===== src/rtl/tri_timer_pkg.sv =====
// Shared encodings for the three-channel timer.
package tri_timer_pkg;

    // Tick source of a channel counter.
    typedef enum logic [1:0] {
        TSRC_CYCLE = 2'b00,   // every clock
        TSRC_DIV   = 2'b01,   // shared divider tick
        TSRC_CHAIN = 2'b10,   // overflow pulse of preceding channel
        TSRC_INPUT = 2'b11    // rising edge of own input
    } tsrc_e;

    // Capture edge qualifiers, bit 0 rising, bit 1 falling.
    localparam int unsigned EDGE_RISE_BIT = 0;
    localparam int unsigned EDGE_FALL_BIT = 1;

endpackage


===== src/rtl/tri_timer_div.sv =====
// Free-running divider: emits a one-cycle tick every DIV_RATIO cycles.
// Assumes DIV_RATIO >= 2; phase restarts at zero under reset.
module tri_timer_div #(
    parameter int unsigned DIV_RATIO = 4
) (
    input  logic clk,
    input  logic rst_n,
    output logic tick_o
);
    localparam int unsigned PW = (DIV_RATIO > 2) ? $clog2(DIV_RATIO) : 1;

    logic [PW-1:0] phase_q;

    assign tick_o = (phase_q == PW'(DIV_RATIO - 1));

    // Advance the phase, wrapping after the last step.
    always_ff @(posedge clk) begin
        if (!rst_n)      phase_q <= '0;
        else if (tick_o) phase_q <= '0;
        else             phase_q <= phase_q + PW'(1);
    end

    AST_DIV_TICK_SINGLE: assert property (@(posedge clk) disable iff (!rst_n)
        tick_o |=> !tick_o) else $error("divider tick longer than one cycle");
endmodule


===== src/rtl/tri_timer_chan.sv =====
// One timer channel: counter, capture pair, waveform comparator, overflow.
// Assumes inputs are synchronous to clk; trigger outranks every other action.
module tri_timer_chan
    import tri_timer_pkg::*;
#(
    parameter int unsigned CW = 16
) (
    input  logic          clk,
    input  logic          rst_n,
    input  logic          enable_i,
    input  logic          trig_i,
    input  logic          wave_mode_i,
    input  logic [1:0]    clk_sel_i,
    input  logic [1:0]    edge_sel_i,
    input  logic          tin_i,
    input  logic          div_tick_i,
    input  logic          chain_tick_i,
    input  logic [CW-1:0] cmp_a_i,
    input  logic [CW-1:0] cmp_c_i,
    output logic [CW-1:0] count_o,
    output logic [CW-1:0] cap_a_o,
    output logic [CW-1:0] cap_b_o,
    output logic          wave_o,
    output logic          ovf_flag_o,
    output logic          ovf_pulse_o
);
    logic  tin_q;
    logic  to_b_q;
    logic  rise, fall, tick, advance, hit_a, hit_c, restart, wrap, cap_hit;
    tsrc_e src;

    assign src  = tsrc_e'(clk_sel_i);
    assign rise = tin_i & ~tin_q;
    assign fall = ~tin_i & tin_q;

    // Pick the tick that advances this counter.
    always_comb begin
        case (src)
            TSRC_CYCLE: tick = 1'b1;
            TSRC_DIV:   tick = div_tick_i;
            TSRC_CHAIN: tick = chain_tick_i;
            default:    tick = rise;
        endcase
    end

    assign advance = enable_i & tick;
    assign hit_a   = (count_o == cmp_a_i);
    assign hit_c   = (count_o == cmp_c_i);
    assign restart = advance & wave_mode_i & hit_c;
    assign wrap    = advance & (&count_o) & ~restart;
    assign cap_hit = enable_i & ~wave_mode_i &
                     ((edge_sel_i[EDGE_RISE_BIT] & rise) | (edge_sel_i[EDGE_FALL_BIT] & fall));

    // Remember the input level for edge detection.
    always_ff @(posedge clk) begin
        if (!rst_n) tin_q <= 1'b0;
        else        tin_q <= tin_i;
    end

    // Counter with clear, compare-C restart and natural wrap.
    always_ff @(posedge clk) begin
        if (!rst_n || trig_i) count_o <= '0;
        else if (restart)     count_o <= '0;
        else if (advance)     count_o <= count_o + CW'(1);
    end

    // Overflow flag and pulse.
    always_ff @(posedge clk) begin
        if (!rst_n || trig_i) begin
            ovf_flag_o  <= 1'b0;
            ovf_pulse_o <= 1'b0;
        end else begin
            ovf_pulse_o <= wrap;
            if (wrap) ovf_flag_o <= 1'b1;
        end
    end

    // Waveform output: C clears with priority, A sets.
    always_ff @(posedge clk) begin
        if (!rst_n || trig_i)                  wave_o <= 1'b0;
        else if (advance && wave_mode_i && hit_c) wave_o <= 1'b0;
        else if (advance && wave_mode_i && hit_a) wave_o <= 1'b1;
    end

    // Alternate capture of the pre-edge count between A and B.
    always_ff @(posedge clk) begin
        if (!rst_n) begin
            cap_a_o <= '0;
            cap_b_o <= '0;
            to_b_q  <= 1'b0;
        end else if (trig_i) begin
            to_b_q  <= 1'b0;
        end else if (cap_hit) begin
            if (to_b_q) cap_b_o <= count_o;
            else        cap_a_o <= count_o;
            to_b_q <= ~to_b_q;
        end
    end

    AST_PULSE_ONE_CYCLE: assert property (@(posedge clk) disable iff (!rst_n)
        ovf_pulse_o |=> !ovf_pulse_o) else $error("overflow pulse stretched");
    AST_PULSE_HAS_FLAG: assert property (@(posedge clk) disable iff (!rst_n)
        ovf_pulse_o |-> ovf_flag_o) else $error("pulse without flag");
    AST_PULSE_AT_ZERO: assert property (@(posedge clk) disable iff (!rst_n)
        ovf_pulse_o |-> (count_o == '0)) else $error("pulse with nonzero count");
    AST_HOLD_DISABLED: assert property (@(posedge clk) disable iff (!rst_n)
        (!enable_i && !trig_i) |=> ($stable(count_o) && $stable(wave_o))) else $error("disabled channel moved");
    AST_TRIG_CLEARS: assert property (@(posedge clk) disable iff (!rst_n)
        trig_i |=> (count_o == '0 && !wave_o && !ovf_flag_o)) else $error("trigger did not clear");
endmodule


===== src/rtl/tri_timer.sv =====
// Top: shared divider plus NCH timer channels chained in a ring by their
// overflow pulses. Assumes all inputs synchronous to clk.
module tri_timer #(
    parameter int unsigned NCH       = 3,
    parameter int unsigned CW        = 16,
    parameter int unsigned DIV_RATIO = 4
) (
    input  logic              clk,
    input  logic              rst_n,
    input  logic              sync_start_i,
    input  logic [NCH-1:0]    enable_i,
    input  logic [NCH-1:0]    trig_i,
    input  logic [NCH-1:0]    wave_mode_i,
    input  logic [2*NCH-1:0]  clk_sel_i,
    input  logic [2*NCH-1:0]  edge_sel_i,
    input  logic [NCH-1:0]    tin_i,
    input  logic [NCH*CW-1:0] cmp_a_i,
    input  logic [NCH*CW-1:0] cmp_c_i,
    output logic [NCH*CW-1:0] count_o,
    output logic [NCH*CW-1:0] cap_a_o,
    output logic [NCH*CW-1:0] cap_b_o,
    output logic [NCH-1:0]    wave_o,
    output logic [NCH-1:0]    ovf_flag_o,
    output logic [NCH-1:0]    ovf_pulse_o
);
    logic div_tick;

    tri_timer_div #(.DIV_RATIO(DIV_RATIO)) u_div (
        .clk    (clk),
        .rst_n  (rst_n),
        .tick_o (div_tick)
    );

    for (genvar g = 0; g < NCH; g++) begin : g_ch
        localparam int unsigned PREV = (g + NCH - 1) % NCH;
        tri_timer_chan #(.CW(CW)) u_ch (
            .clk          (clk),
            .rst_n        (rst_n),
            .enable_i     (enable_i[g]),
            .trig_i       (trig_i[g] | sync_start_i),
            .wave_mode_i  (wave_mode_i[g]),
            .clk_sel_i    (clk_sel_i[2*g +: 2]),
            .edge_sel_i   (edge_sel_i[2*g +: 2]),
            .tin_i        (tin_i[g]),
            .div_tick_i   (div_tick),
            .chain_tick_i (ovf_pulse_o[PREV]),
            .cmp_a_i      (cmp_a_i[g*CW +: CW]),
            .cmp_c_i      (cmp_c_i[g*CW +: CW]),
            .count_o      (count_o[g*CW +: CW]),
            .cap_a_o      (cap_a_o[g*CW +: CW]),
            .cap_b_o      (cap_b_o[g*CW +: CW]),
            .wave_o       (wave_o[g]),
            .ovf_flag_o   (ovf_flag_o[g]),
            .ovf_pulse_o  (ovf_pulse_o[g])
        );
    end

    AST_SYNC_ALL_ZERO: assert property (@(posedge clk) disable iff (!rst_n)
        sync_start_i |=> (count_o == '0 && wave_o == '0)) else $error("global start missed a channel");
endmodule


===== config.mk =====
export PLATFORM = sky130hd
export DESIGN_NAME = tri_timer
export DESIGN_NICKNAME = d
export VERILOG_FILES = /design/src/rtl/tri_timer_pkg.sv /design/src/rtl/tri_timer_div.sv /design/src/rtl/tri_timer_chan.sv /design/src/rtl/tri_timer.sv
export SDC_FILE = /design/constraint.sdc
export NUM_CORES = 1
export LEC_CHECK = 0
export ABC_CLOCK_PERIOD_IN_PS = 2110
export BUFFER_PORTS_ARGS = -buffer_cell sky130_fd_sc_hd__buf_2
export CORE_UTILIZATION = 51
export DETAILED_ROUTE_END_ITERATION = 7
export GPL_ROUTABILITY_DRIVEN = 0
export PLACE_DENSITY = 0.82
export SLEW_MARGIN = 15
export SYNTH_ARGS = -nofsm -noshare
export SYNTH_HDL_FRONTEND = slang
export SYNTH_SLANG_ARGS = --single-unit

===== constraint.sdc =====
create_clock -name clk -period 2.11 [get_ports clk]
set_input_delay 0.1055 -clock clk [delete_from_list [all_inputs] [get_ports clk]]
set_output_delay 0.1055 -clock clk [all_outputs]
set_load 0.02 [all_outputs]

# Yosys cells after proc, flatten, opt, wreduce, memory -nomap -nowiden

Index checks and enable logic that the tools add are counted.
W data, S select, Z words.

Add/sub/neg operators: 4
Equality and inequality tests: 13
Reduce and logical (&&, ||, !) cells: 35
Multiplexer cells: 3
Bitwise operators: 58

Operator list:

| operator                | number |
|---|---|
| $eq A16 B16 Y1          | 6 |
| $add A16 B1 Y16 const B | 3 |
| $reduce_and A16 Y1      | 3 |
| $and A1 B1 Y1           | 33 |
| $reduce_or A2 Y1        | 10 |
| $not A1 Y1              | 19 |
| $reduce_and A3 Y1       | 6 |
| $logic_and A1 B1 Y1     | 9 |
| $pmux W1 S3             | 3 |
| $eq A2 B2 Y1 const B    | 4 |
| $eq A2 B1 Y1 const B    | 3 |
| $logic_not A2 Y1        | 3 |
| $or A1 B1 Y1            | 6 |
| $logic_or A1 B1 Y1      | 3 |
| $add A2 B1 Y2 const B   | 1 |
| $logic_not A1 Y1        | 1 |

Output and inout bits: 153
Register bits after elaboration: 161
Logic and storage cells: 138

# Longest topological paths before layout

Depth in word-level cells: 8
Depth in mapped cells: 7
Depth with buffers taken out: 6

# By module

A second synthesis with hierarchy kept.

Cells, all modules: 800
Area, all modules: 7817.5 µm²

Modules (own cells, without submodules):

| module         | instances | cells each | sequential area each (µm²) | area each (µm²) |
|---|---|---|---|---|
| tri_timer_chan | 3         | 264        | 1061.0                     | 2575.0 |
| tri_timer_div  | 1         | 5          | 40.0                       | 73.8 |
| tri_timer      | 1         | 3          | 0.0                        | 18.8 |

# Least setup slack after synthesis

OpenSTA, ideal clock, no wires.

Path type: reg2reg
Start point: reg g_ch[2].u_ch.count_o[2]
End point: reg g_ch[2].u_ch.count_o[12]
Period minus slack after synthesis: 1.920 ns
Slack: 0.190 ns
Stages on the path, launching flop included: 8
Data arrival time: 1.805 ns
Buffers on the path: 2
Cell sequence: dfxtp_1 > clkbuf_1 > xor2_1 > nor4_1 > nand2_1 > o31ai_4 > buf_6 > nor2_1

Cells in the longest elaborated chain, start to end: 3

Ends and longest elaborated chain:

| element                                                 | RTL line             | source |
|---|---|---|
| start: declaration                                      | tri_timer_chan.sv:20 | `output logic [CW-1:0] count_o,` |
| start signal: assignment                                | tri_timer_chan.sv:64 | `else if (advance) count_o <= count_o + CW'(1);` |
| branches (longest 3 deep; another with $add A16 B1 Y16) | n/a                  |  |

Several ways; the timed one is not identified.
A chain may end at the register's enable or synchronous reset.

# Final worst setup path

Start point: reg u_div.phase_q[0]
End point: reg g_ch[1].u_ch.count_o[13]

Cells in the longest elaborated chain, start to end: 6

Ends and longest elaborated chain:

| element                     | RTL line             | source |
|---|---|---|
| start: declaration          | tri_timer_div.sv:12  | `logic [PW-1:0] phase_q;` |
| start signal: assignment    | tri_timer_div.sv:20  | `else phase_q <= phase_q + PW'(1);` |
| $eq A2 B2 Y1 *              | tri_timer_div.sv:14  | `assign tick_o = (phase_q == PW'(DIV_RATIO - 1));` |
| $pmux W1 S3 *               | tri_timer_chan.sv:38 | `case (src)` |
| $and A1 B1 Y1 *             | tri_timer_chan.sv:46 | `assign advance = enable_i & tick;` |
| $and A1 B1 Y1 (2 in series) | tri_timer_chan.sv:49 | `assign restart = advance & wave_mode_i & hit_c;` |
| $reduce_or A2 Y1 (no line)  | n/a                  |  |
| end signal: assignment      | tri_timer_chan.sv:64 |  |
| end: declaration            | tri_timer_chan.sv:20 |  |

Mark *: on every way between the ends. The rest lies on a longest branch, timed or not.

==> Implementation_results.wiki <==
{| class="wikitable"
! Metric !! Value
|-
| Nets in the synthesized netlist || 989
|-
| Total number of cells along the worst setup path || 7
|-
| Max_cap viols || 0
|-
| Cell taking the most area after synthesis || sky130_fd_sc_hd__dfxtp_1
|-
| #FFs+latches synth || roughly 160
|-
| First-pass GRT wire length || 34.6 mm
|-
| Share of async-settable or async-resettable flops after synthesis || 0
|-
| Largest net degree at the start of global routing || 47
|-
| Cell Area, Synth || approximately 8000 um^2
|-
| Reported leakage power || 0.00423 uW
|-
| Count of flip-flops with a built-in enable after synthesis || 0
|-
| Initial antenna violation count || 3
|-
| Power Density || 628 nW/um^2
|-
| Detailed-route DRC error count || 0
|-
| Antenna-violating nets left || 0
|-
| Critical Path Max Stage Delay || 0.39 ns
|-
| Clock latency on the worst-skew pair || roughly 0.42 ns
|-
| Share of the synthesized area in the top cell type || 0.403
|-
| X dimension of the die || 127 um
|-
| Most instantiated library cell after synthesis || sky130_fd_sc_hd__dfxtp_1
|-
| Count of cells along the worst register-to-register path || 7
|-
| Std-Cell Core Area || about 15000 um^2
|-
| Critical Setup Path Class || register to register
|-
| Crit-path slowest cell || sky130_fd_sc_hd__a311o_1
|-
| Gate count after technology mapping || 862
|-
| Number of distinct library cells after synthesis || 40
|-
| TritonCTS Sinks || 161
|-
| Cell types occupying the most area after synthesis || sky130_fd_sc_hd__dfxtp_1, sky130_fd_sc_hd__mux2i_1, sky130_fd_sc_hd__xnor2_1
|-
| IO Port Bufs || 275
|-
| Total GRT Usage || 0.274
|-
| Required time of the critical path || between 2 and 2.5 ns
|-
| Y dimension of the die || 127 um
|-
| Number of warnings issued by yosys || 0
|-
| Area delta synth->final || 29.0%
|-
| Most used DFF post-synth || sky130_fd_sc_hd__dfxtp_1
|-
| Cell Chain, Critical Path || ha_2 > nor3b_1 > a311o_1 > buf_4 > nor4_1 > xnor2_1 > nor2_1
|-
| Setup TNS || 0 ns
|-
| Num rows || 45
|-
| Data arrival time of the critical path || 2.27 ns
|-
| H-tree levels || 4
|-
| Syn Area/Cell || 9.28 um^2
|-
| Highest Clock Rate || 0.512 GHz
|-
| Hold violation count in the final report || 0
|-
| CTS tree || yes
|-
| Layout Skew || a little under 0.01 ns
|-
| Via Count || roughly 7100
|-
| Wire length per cell after detailed routing || between 15 and 20 um
|-
| Initial detailed-routing violation count || 389
|-
| Bufs and invs on worst path || 1
|-
| Time the final worst path needs with I/O delays and setup || 1.95 ns
|-
| Initial standard-cell utilization of the core || 0.524
|-
| Die Footprint || 16200 um^2
|-
| Slew at the pin closest to its max-slew limit || 0.468 ns
|-
| RSZ-0062 raised after global routing || false
|-
| Final core utilization || 0.677
|-
| Overall overflow remaining after global route || 0
|-
| Wire length after detailed routing || 22.1 mm
|-
| Number of pins exceeding their max-slew limit in the final report || 0
|-
| Largest fanout of any net on the critical path || 11
|-
| Total iterations of the first detailed-routing run || 5
|-
| Average via count per standard cell || 5.19
|-
| Slew headroom || 0.686
|-
| Worst voltage drop across the vdd grid || between 0.5 and 0.6 mV
|-
| Number of global-route vias before repair || 6919
|-
| Hold/Removal Path Class || primary input to register
|-
| Layout fillers || about 1200
|-
| CTS Buf Count || 17
|-
| Largest delay contributor family on the critical path || simple AND/OR/NAND/NOR gates
|-
| HPWL after detailed placement || 16.8 mm
|-
| Worst Setup Start Kind || register
|-
| Min-Delay Path Depth || 3
|-
| Nets || 1265
|-
| Commonest cells in the synthesized netlist || sky130_fd_sc_hd__dfxtp_1, sky130_fd_sc_hd__xnor2_1, sky130_fd_sc_hd__mux2i_1, sky130_fd_sc_hd__nor2b_1, sky130_fd_sc_hd__nand2_1
|-
| Capturing element type of the critical path || register
|-
| Status || completed
|-
| CTS Root Cell || sky130_fd_sc_hd__clkbuf_16
|-
| Period utilisation layout || 0.926
|-
| Finish-stage setup viols || 0
|-
| Maximum buffer depth of the clock tree || 2
|-
| Setup Buffers After CTS || 0
|-
| Number of top-level pins || 276
|-
| Proportion of layout cells with a drive suffix above 1 || 0.331
|-
| Clock-pin slew reported for the worst setup and hold paths after clock tree synthesis || ~0.06 ns
|-
| Share of the yosys chip area belonging to registers || 0.403
|}
[cell families (layout without fill, tap and decap cells)]
| group | Yosys count | count (layout) | share of synthesized area |
|---|---|---|---|
| DFF | 161 | 161 | 0.403 |
| and+or+nand+nor | 335 | 335 | 0.227 |
| other | 0 | 3 | 0 |
| AOI/OAI and AO/OA | 41 | 41 | 0.0458 |
| adders and majority gates | 4 | 4 | 0.00626 |
| muxes | 80 | 80 | 0.100 |
| buffers and inverters | 98 | 385 | 0.0618 |
| xor gates and xnor gates | 143 | 143 | 0.157 |
[worst min-delay path: stages]
cell,delay [ns]
sky130_fd_sc_hd__buf_2,0.14
sky130_fd_sc_hd__nand3_1,0.10
sky130_fd_sc_hd__a21oi_1,0.07
[power by group]
group	switching, uW	internal (uW)	total, uW
clock network	1210	1790	3000
registers	5.94	3050	3060
logic	204	219	423
total	1420	5060	6480
[final cells by class]
type | count | area, um^2 | area share
multi-input combinational | 603 | 4290 | 0.416
sequential | 161 | 3220 | 0.312
timing repair buffer | 343 | 1920 | 0.186
clock buffer | 21 | 460 | 0.0446
tap | 211 | 264 | 0.0256
clock inverter | 9 | 109 | 0.0105
inverter | 12 | 45.0 | 0.00436
antenna | 3 | 7.51 | 0.000727
[timing repair]
action	in CTS	in global routing
endpoints found under the hold margin	5	0
hold buffers	5	0
gates resized for setup	0	3
setup endpoints to repair	0	21
[sequential cells by signal (all words and copies together), names as in the netlist]
signal and count:
u_div.phase_q 2, g_ch.u_ch.wave_o 3, g_ch.u_ch.cap_b_o 48, g_ch.u_ch.count_o 48
g_ch.u_ch.ovf_pulse_o 3, g_ch.u_ch.cap_a_o 48, g_ch.u_ch.to_b_q 3, g_ch.u_ch.tin_q 3
g_ch.u_ch.ovf_flag_o 3
[layer usage]
metal | routed length, um | global-route usage
met5 | 0 | 0
met4 | 550 | 0.113
met3 | 1650 | 0.0762
met2 | 10500 | 0.459
met1 | 9390 | 0.333
[path summary, 6_finish.rpt]
| check | start | endpoint | slack [ns] |
|---|---|---|---|
| max reg2reg | u_div.phase_q[0] | g_ch[1].u_ch.count_o[13] | 0.16 |
| min | wave_mode_i[2] | g_ch[2].u_ch.wave_o | 0.04 |
| min reg2reg | u_div.phase_q[0] | u_div.phase_q[0] | 0.44 |
| max | u_div.phase_q[0] | g_ch[1].u_ch.count_o[13] | 0.16 |
[through the flow]
step	setup WS (ns)	total power, uW	cells	instance area, um^2	hold WS, ns
CTS	0.0813	6530	1360	10300	0.0248
floorplan	0.190	3340	862	8000	0.227
global placement	0.163	3520	1325	9690	0.350
global route	0.0572	6690	1363	10300	0.0595
detailed placement	0.0975	3530	1325	9690	0.364
finish	0.156	6480	1363	10300	0.0368
[placed cells by master, fill, tap and decap left out, types with 3 or more instances in the layout]
master                          count
sky130_fd_sc_hd__buf_2            275
sky130_fd_sc_hd__dfxtp_1          161
sky130_fd_sc_hd__xnor2_1           86
sky130_fd_sc_hd__mux2i_1           80
sky130_fd_sc_hd__nor2b_1           80
sky130_fd_sc_hd__nand2_1           68
sky130_fd_sc_hd__buf_4             61
sky130_fd_sc_hd__xor2_1            57
sky130_fd_sc_hd__nor2_1            54
sky130_fd_sc_hd__nor4_1            29
sky130_fd_sc_hd__nand4_1           23
sky130_fd_sc_hd__nand3_1           17
sky130_fd_sc_hd__nor3_1            17
sky130_fd_sc_hd__clkbuf_16         17
sky130_fd_sc_hd__a21boi_0          16
sky130_fd_sc_hd__inv_1             12
sky130_fd_sc_hd__nand3b_1          10
sky130_fd_sc_hd__and2_1             9
sky130_fd_sc_hd__and3_1             6
sky130_fd_sc_hd__a21oi_1            6
sky130_fd_sc_hd__and4_1             5
sky130_fd_sc_hd__dlygate4sd3_1      5
sky130_fd_sc_hd__nor3b_1            4
sky130_fd_sc_hd__o21ai_0            4
sky130_fd_sc_hd__diode_2            3
sky130_fd_sc_hd__a211oi_1           3
sky130_fd_sc_hd__and3b_1            3
sky130_fd_sc_hd__nand2b_1           3
sky130_fd_sc_hd__o31ai_4            3
sky130_fd_sc_hd__ha_1               3
sky130_fd_sc_hd__clkinv_2           3
Power figures use the tool's default switching activity.
